## src/rtl/audfifo_pkg.sv

```systemverilog
package audfifo_pkg;

    localparam int WORD_W   = 32;
    localparam int STAT_W   = 2;
    localparam int ST_UNDER = 0;
    localparam int ST_LOW   = 1;

    localparam int IDX_VER  = 0;
    localparam int IDX_CFG  = 1;
    localparam int IDX_MSK  = 2;
    localparam int IDX_STS  = 3;
    localparam int IDX_DAT0 = 4;
    localparam int IDX_DAT3 = 7;

    localparam int POS_TXEN  = 0;
    localparam int POS_INTEN = 1;
    localparam int RATIO_LSB = 8;
    localparam int RATIO_W   = 8;
    localparam int RES_LSB   = 16;
    localparam int RES_W     = 6;
    localparam int LVL_LSB   = 24;
    localparam int LVL_W     = 4;
    localparam int CHAN_LSB  = 28;
    localparam int CHAN_W    = 4;

    typedef struct packed {
        logic               tx_en;
        logic               int_en;
        logic [RATIO_W-1:0] ratio;
        logic [RES_W-1:0]   res;
        logic [LVL_W-1:0]   level;
        logic [CHAN_W-1:0]  chan;
    } cfg_t;

    function automatic cfg_t cfg_from_word(input logic [WORD_W-1:0] w);
        cfg_t c;
        c.tx_en  = w[POS_TXEN];
        c.int_en = w[POS_INTEN];
        c.ratio  = w[RATIO_LSB +: RATIO_W];
        c.res    = w[RES_LSB +: RES_W];
        c.level  = w[LVL_LSB +: LVL_W];
        c.chan   = w[CHAN_LSB +: CHAN_W];
        return c;
    endfunction

    function automatic logic [WORD_W-1:0] cfg_to_word(input cfg_t c);
        logic [WORD_W-1:0] w;
        w = '0;
        w[POS_TXEN]              = c.tx_en;
        w[POS_INTEN]             = c.int_en;
        w[RATIO_LSB +: RATIO_W]  = c.ratio;
        w[RES_LSB +: RES_W]      = c.res;
        w[LVL_LSB +: LVL_W]      = c.level;
        w[CHAN_LSB +: CHAN_W]    = c.chan;
        return w;
    endfunction

endpackage

```

## src/rtl/audfifo_store.sv

```systemverilog
module audfifo_store
    import audfifo_pkg::*;
#(
    parameter int DEPTH_LOG2 = 6,
    localparam int CNT_W = DEPTH_LOG2 + 1,
    localparam int DEPTH = 1 << DEPTH_LOG2
) (
    input  logic              clk,
    input  logic              rst_n,
    input  logic              push_i,
    input  logic [WORD_W-1:0] push_data_i,
    input  logic              pop_i,
    output logic [WORD_W-1:0] head_o,
    output logic [CNT_W-1:0]  cnt_o
);

    localparam logic [CNT_W-1:0] FULL_CNT = {1'b1, {DEPTH_LOG2{1'b0}}};

    typedef struct packed {
        logic [DEPTH_LOG2-1:0] wr_ptr;
        logic [DEPTH_LOG2-1:0] rd_ptr;
        logic [CNT_W-1:0]      cnt;
    } st_t;

    st_t st_d, st_q;
    logic [WORD_W-1:0] mem_q [DEPTH];
    logic do_push, do_pop;

    always_comb begin
        do_push = push_i && (st_q.cnt != FULL_CNT);
        do_pop  = pop_i && (st_q.cnt != '0);
        st_d    = st_q;
        if (do_push) st_d.wr_ptr = st_q.wr_ptr + 1'b1;
        if (do_pop)  st_d.rd_ptr = st_q.rd_ptr + 1'b1;
        case ({do_push, do_pop})
            2'b10:   st_d.cnt = st_q.cnt + 1'b1;
            2'b01:   st_d.cnt = st_q.cnt - 1'b1;
            default: st_d.cnt = st_q.cnt;
        endcase
    end

    always_ff @(posedge clk or negedge rst_n) begin
        if (!rst_n) st_q <= '0;
        else        st_q <= st_d;
    end

    always_ff @(posedge clk) begin
        if (do_push) mem_q[st_q.wr_ptr] <= push_data_i;
    end

    assign head_o = mem_q[st_q.rd_ptr];
    assign cnt_o  = st_q.cnt;

    p_no_overflow_r9: assert property (@(posedge clk) disable iff (!rst_n)
        cnt_o <= FULL_CNT);

    p_drop_full_r9: assert property (@(posedge clk) disable iff (!rst_n)
        (cnt_o == FULL_CNT && push_i && !pop_i) |=> (cnt_o == FULL_CNT));

    p_pop_empty_r9: assert property (@(posedge clk) disable iff (!rst_n)
        (cnt_o == '0 && pop_i && !push_i) |=> (cnt_o == '0));

    p_pushpop_hold_r10: assert property (@(posedge clk) disable iff (!rst_n)
        (push_i && pop_i && cnt_o != '0 && cnt_o != FULL_CNT) |=> $stable(cnt_o));

endmodule

```

## src/rtl/audfifo_flags.sv

```systemverilog
module audfifo_flags
    import audfifo_pkg::*;
#(
    parameter int DEPTH_LOG2 = 6,
    localparam int CNT_W = DEPTH_LOG2 + 1
) (
    input  logic              clk,
    input  logic              rst_n,
    input  logic [CNT_W-1:0]  cnt_i,
    input  logic [LVL_W-1:0]  level_i,
    input  logic [STAT_W-1:0] clr_i,
    input  logic [STAT_W-1:0] mask_i,
    input  logic              int_en_i,
    output logic [STAT_W-1:0] stat_o,
    output logic              irq_o
);

    localparam logic [CNT_W-1:0] FULL_CNT = {1'b1, {DEPTH_LOG2{1'b0}}};

    typedef struct packed {
        logic [STAT_W-1:0] stat;
    } st_t;

    st_t st_d, st_q;
    logic [CNT_W-1:0]  thr;
    logic [STAT_W-1:0] cond;

    always_comb begin
        thr            = FULL_CNT >> level_i;
        cond           = '0;
        cond[ST_UNDER] = (cnt_i == '0);
        cond[ST_LOW]   = (cnt_i < thr);
        st_d.stat      = cond & ~clr_i;
    end

    always_ff @(posedge clk or negedge rst_n) begin
        if (!rst_n) st_q <= '0;
        else        st_q <= st_d;
    end

    assign stat_o = st_q.stat;
    assign irq_o  = int_en_i && |(st_q.stat & mask_i);

    p_under_follow_r4: assert property (@(posedge clk) disable iff (!rst_n)
        ($past(rst_n) && !$past(clr_i[ST_UNDER]))
            |-> (stat_o[ST_UNDER] == ($past(cnt_i) == '0)));

    p_low_never_full_r5: assert property (@(posedge clk) disable iff (!rst_n)
        ($past(cnt_i) == FULL_CNT) |-> !stat_o[ST_LOW]);

    p_clear_under_r6: assert property (@(posedge clk) disable iff (!rst_n)
        clr_i[ST_UNDER] |=> !stat_o[ST_UNDER]);

    p_clear_low_r6: assert property (@(posedge clk) disable iff (!rst_n)
        clr_i[ST_LOW] |=> !stat_o[ST_LOW]);

endmodule

```

## src/rtl/audfifo_csr.sv

```systemverilog
module audfifo_csr
    import audfifo_pkg::*;
#(
    parameter int                ADDR_W  = 5,
    parameter logic [WORD_W-1:0] VERSION = 32'h0001_0200,
    localparam int IDX_W = ADDR_W - 2
) (
    input  logic              clk,
    input  logic              rst_n,
    input  logic              bus_en,
    input  logic              bus_we,
    input  logic [ADDR_W-1:0] bus_addr,
    input  logic [WORD_W-1:0] bus_wdata,
    output logic [WORD_W-1:0] bus_rdata,
    input  logic [STAT_W-1:0] stat_i,
    output cfg_t              cfg_o,
    output logic [STAT_W-1:0] mask_o,
    output logic              push_o,
    output logic [WORD_W-1:0] push_data_o,
    output logic [STAT_W-1:0] clr_o
);

    typedef struct packed {
        cfg_t              cfg;
        logic [STAT_W-1:0] mask;
    } st_t;

    st_t st_d, st_q;
    logic [IDX_W-1:0] idx;
    logic wr, rd, is_data;

    always_comb begin
        idx     = bus_addr[ADDR_W-1:2];
        wr      = bus_en && bus_we;
        rd      = bus_en && !bus_we;
        is_data = (idx >= IDX_W'(IDX_DAT0)) && (idx <= IDX_W'(IDX_DAT3));
        st_d    = st_q;
        if (wr && idx == IDX_W'(IDX_CFG)) st_d.cfg  = cfg_from_word(bus_wdata);
        if (wr && idx == IDX_W'(IDX_MSK)) st_d.mask = bus_wdata[STAT_W-1:0];

        push_o      = wr && is_data;
        push_data_o = bus_wdata;
        clr_o       = (wr && idx == IDX_W'(IDX_STS)) ? bus_wdata[STAT_W-1:0] : '0;

        bus_rdata = '0;
        if (rd) begin
            case (idx)
                IDX_W'(IDX_VER): bus_rdata = VERSION;
                IDX_W'(IDX_CFG): bus_rdata = cfg_to_word(st_q.cfg);
                IDX_W'(IDX_MSK): bus_rdata = WORD_W'(st_q.mask);
                IDX_W'(IDX_STS): bus_rdata = WORD_W'(stat_i);
                default:         bus_rdata = '0;
            endcase
        end
    end

    always_ff @(posedge clk or negedge rst_n) begin
        if (!rst_n) st_q <= '0;
        else        st_q <= st_d;
    end

    assign cfg_o  = st_q.cfg;
    assign mask_o = st_q.mask;

    p_cfg_hold_r3: assert property (@(posedge clk) disable iff (!rst_n)
        !(bus_en && bus_we && idx == IDX_W'(IDX_CFG)) |=> $stable(cfg_o));

endmodule

```

## src/rtl/audfifo_tx.sv

```systemverilog
module audfifo_tx
    import audfifo_pkg::*;
#(
    parameter int                ADDR_W     = 5,
    parameter int                DEPTH_LOG2 = 6,
    parameter logic [WORD_W-1:0] VERSION    = 32'h0001_0200,
    localparam int CNT_W = DEPTH_LOG2 + 1
) (
    input  logic              clk,
    input  logic              rst_n,
    input  logic              bus_en,
    input  logic              bus_we,
    input  logic [ADDR_W-1:0] bus_addr,
    input  logic [31:0]       bus_wdata,
    output logic [31:0]       bus_rdata,
    input  logic              ser_pop,
    output logic [31:0]       ser_word,
    output logic              ser_avail,
    output logic              cfg_tx_en,
    output logic [7:0]        cfg_ratio,
    output logic [5:0]        cfg_res,
    output logic [3:0]        cfg_chan,
    output logic              irq
);

    cfg_t              cfg;
    logic [STAT_W-1:0] mask, stat, clr;
    logic              push;
    logic [WORD_W-1:0] push_data;
    logic [CNT_W-1:0]  cnt;

    audfifo_csr #(.ADDR_W(ADDR_W), .VERSION(VERSION)) u_csr (
        .clk, .rst_n, .bus_en, .bus_we, .bus_addr, .bus_wdata, .bus_rdata,
        .stat_i(stat), .cfg_o(cfg), .mask_o(mask), .push_o(push),
        .push_data_o(push_data), .clr_o(clr)
    );

    audfifo_store #(.DEPTH_LOG2(DEPTH_LOG2)) u_store (
        .clk, .rst_n, .push_i(push), .push_data_i(push_data),
        .pop_i(ser_pop), .head_o(ser_word), .cnt_o(cnt)
    );

    audfifo_flags #(.DEPTH_LOG2(DEPTH_LOG2)) u_flags (
        .clk, .rst_n, .cnt_i(cnt), .level_i(cfg.level), .clr_i(clr),
        .mask_i(mask), .int_en_i(cfg.int_en), .stat_o(stat), .irq_o(irq)
    );

    assign ser_avail = (cnt != '0);
    assign cfg_tx_en = cfg.tx_en;
    assign cfg_ratio = cfg.ratio;
    assign cfg_res   = cfg.res;
    assign cfg_chan  = cfg.chan;

    p_irq_gate_r7: assert property (@(posedge clk) disable iff (!rst_n)
        irq |-> (cfg.int_en && (stat & mask) != '0));

    p_avail_under_r4: assert property (@(posedge clk) disable iff (!rst_n)
        ($past(rst_n) && !$past(clr[ST_UNDER]) && $past(ser_avail)) |-> !stat[ST_UNDER]);

endmodule

```

## config.mk

```make
export PLATFORM = sky130hd
export DESIGN_NAME = audfifo_tx
export DESIGN_NICKNAME = d
export VERILOG_FILES = /design/src/rtl/audfifo_pkg.sv /design/src/rtl/audfifo_store.sv /design/src/rtl/audfifo_flags.sv /design/src/rtl/audfifo_csr.sv /design/src/rtl/audfifo_tx.sv
export SDC_FILE = /design/constraint.sdc
export NUM_CORES = 2
export LEC_CHECK = 0
export ABC_AREA = 0
export CAP_MARGIN = 5
export CORE_MARGIN = 1
export CORE_UTILIZATION = 37
export DETAILED_ROUTE_END_ITERATION = 7
export DONT_BUFFER_PORTS = 1
export PLACE_DENSITY = 0.5
export SLEW_MARGIN = 20
export SYNTH_ARGS = -nofsm -noshare
export SYNTH_HDL_FRONTEND = slang
export SYNTH_HIERARCHICAL = 1
export SYNTH_SLANG_ARGS = --single-unit
export TNS_END_PERCENT = 10
```

## constraint.sdc

```tcl
create_clock -name clk -period 9.7 [get_ports clk]
set_input_delay 1.94 -clock clk [delete_from_list [all_inputs] [get_ports clk]]
set_output_delay 1.94 -clock clk [all_outputs]
set_load 0.005 [all_outputs]
```

==> run metrics <==
post-placement cell count=6469; kind of critical path=flop to output port; DRT Pass-1 Iters=5; Avg Cell Area, Syn=21.70 µm²; Synth area leaders=edfxtp_1 (76%), mux4_2 (13%), mux2i_1 (2.9%); Worst Setup SP=u_store/st_q[9]; reg2reg end=u_store/mem_q[11][29]; Post-synth ARST share=0.02243; vias in the first global route=39701; fraction of synthesized cell area taken by the top area cell type=0.7566; DRC viols=0; Root Buffer=clkbuf_16; CTS resizes=0; DR iter-0 viols=3919; GRT Overall Usage=0.2024; Period minus WS final=6910 ps; wire per inst=32.50 µm; peak supply drop=0.3499 mV; Critical Path End=ser_word[10]; num rows=171; wire length on met3=11970 µm; Die Y-Extent=470.7 µm; final hold violations=0; DRT antenna net count=0; ratio of final minimum period to clock period=0.7124; cell with the most instances after synthesis=edfxtp_1; CTS clk-pin slew, worst paths=60 ps; Setup TNS=0 ps; critical path endpoint category=output port; Critical R2R Launch=u_store/cnt_o[0]; #FFs+latches synth=2095; routability congestion estimate=0.7459; measured slew at the worst slew-check pin=1233 ps; cell area after layout=91480 µm²; cell accounting for the most synthesized area=edfxtp_1; first-pass GRT wire length=314700 µm; largest net degree at the start of global routing=113; initial antenna violation count=6; core area=217800 µm²; area grow syn2layout=12.54%; leakage=28.62 nW; fill count=18879; Placed Instance Area=84890 µm²; I/O Pins=127; post-synthesis sequential area ratio=0.7711; Final setup viols=0; Worst Path Arrival=4970 ps; worst-path fanout max=50; reg2reg path depth=7; Horiz. Die Dim=470.7 µm; Initial Util=0.3732; port buffer count=0; Cell Count, Final, Fillers Out=6872; drt total wl=223300 µm; post-synth cell types=63; Setup Buffers After CTS=0; post-route met1 wirelength=97370 µm; total number of vias=38535; Final Max Slew Viols=0; Highest Clock Rate=144.7 MHz; Max-Cap Viols=0; total grt overflow=0; CTS sink count=2095; status=finished, final reports clean; Clock Tree Buf Depth=3; H-tree Lvls=4; number of synthesized flops with an enable pin=2048; Num CTS Buffers=210; Ys Warns=6; vias per inst=5.608; fin util=0.4200; Slew HR=0.1773; Post-Syn Area=81280 µm²; Cell Pwr Density=273.0 nW/µm²; Startpoint Class=flop; DR WL met2=108700 µm; Mapped Cells=3745; Clock Skew=26.80 ps; die area=221600 µm²; RSZ-0062 raised after global routing=no; clock latency on the worst-skew pair=840 ps; Post-synth top cells=edfxtp_1 (2048), mux4_2 (456), mux2i_1 (232), nand2_1 (104), nor2_1 (83); register-to-register setup slack=5950 ps; Detailed Place HPWL=115400 µm; Top Metal Used=met4; Final nets=3884; CTS tree=built; layout cell share with drive strength beyond 1=0.2418; Most used DFF post-synth=edfxtp_1; hold_buf cts=0; Crit path required time=7760 ps; Hold WC Path Type=flop to flop
-- power by group --
group          internal (mW)  total (mW)  switching [mW]
clock                   4.41        7.84            3.42
combinational           2.79        6.85            4.06
sequential              10.1        10.3           0.225
-- critical path: stages, from the launching register on --
cell and delay [ps]:
dfrtp_4 700, buf_12 450, or3b_2 830, buf_4 520, o22ai_1 160, a2111oi_1 1090, nor3_1 270
-- state kept, by name, summed over array words and instances (netlist names) --
signal and count:
u_store/st_q 12, u_csr/cfg_o 24, u_store/cnt_o 7, u_store/mem_q 2048, u_flags/stat_o 2, u_csr/mask_o 2
-- cell families after synthesis --
family	after synthesis	synth area share
flops	2095	0.7711
simple gates	280	0.01578
other cells	1	0.00004613
mux	724	0.1608
xor+xnor	14	0.001508
buf+inv	263	0.01941
fa+ha+maj	15	0.002401
compound gates	353	0.02897
-- final cells by class --
type / instances / area [µm²] / share of cell area
flip-flops and latches: 2095 / 62700 / 0.6854
multi-input cells: 1394 / 17590 / 0.1923
inverters: 15 / 63.81 / 0.0006976
repair buffers: 111 / 970.9 / 0.01061
clock buffers: 283 / 5725 / 0.06259
well taps: 2854 / 3571 / 0.03904
diodes: 15 / 37.54 / 0.0004103
clock inverters: 105 / 824.5 / 0.009014
-- placed cells by master (no fill, tap or decap), drive strengths merged, types with 4 or more instances in the layout --
master / instances
nor2b: 10
bufinv: 11
edfxtp: 2048
buf: 111
clkbuf: 283
a211oi: 18
xnor2: 10
a22oi: 25
o221ai: 32
clkinv: 84
nor4: 4
a31o: 5
mux2: 36
mux2i: 232
nor3: 15
o21ai: 79
o31ai: 6
a221oi: 29
nand2: 104
diode: 15
nand3: 15
mux4: 456
nand3b: 5
o211ai: 4
ha: 14
inv: 22
dfrtp: 47
and2: 23
xor2: 4
nor2: 83
a21oi: 68
conb: 8
a2111oi: 16
o22ai: 48
-- stage by stage --
step                      setup WS [ps]  hold WS [ps]  total power [mW]
after floorplan                    4908         479.1             15.10
after global placement             3603         515.0             17.45
after detailed placement           3606         522.0             17.45
after CTS                          2670         533.1             25.26
after global routing               2561         567.4             25.91
final                              2790         527.3             24.97
-- worst min-delay path by stage --
stage,start,to,slack (ps),cells past startpoint
final,u_store/st_q[15],u_store/st_q[15],530,1
after global placement,u_store/st_q[15],u_store/st_q[15],520,1
after detailed placement,u_store/st_q[15],u_store/st_q[15],520,1
after global routing,u_csr/mask_o[0],u_csr/mask_o[0],570,1
after CTS,u_store/st_q[15],u_store/st_q[15],530,1
after floorplan,u_store/st_q[15],u_store/st_q[15],480,1
-- metal layers --
metal,track usage,vias to the layer above
met5,0,-
met3,0.02956,274
li1,-,15896
met1,0.2839,21239
met2,0.3297,1126
met4,0.05386,0
(Power assumes the default switching activity.)
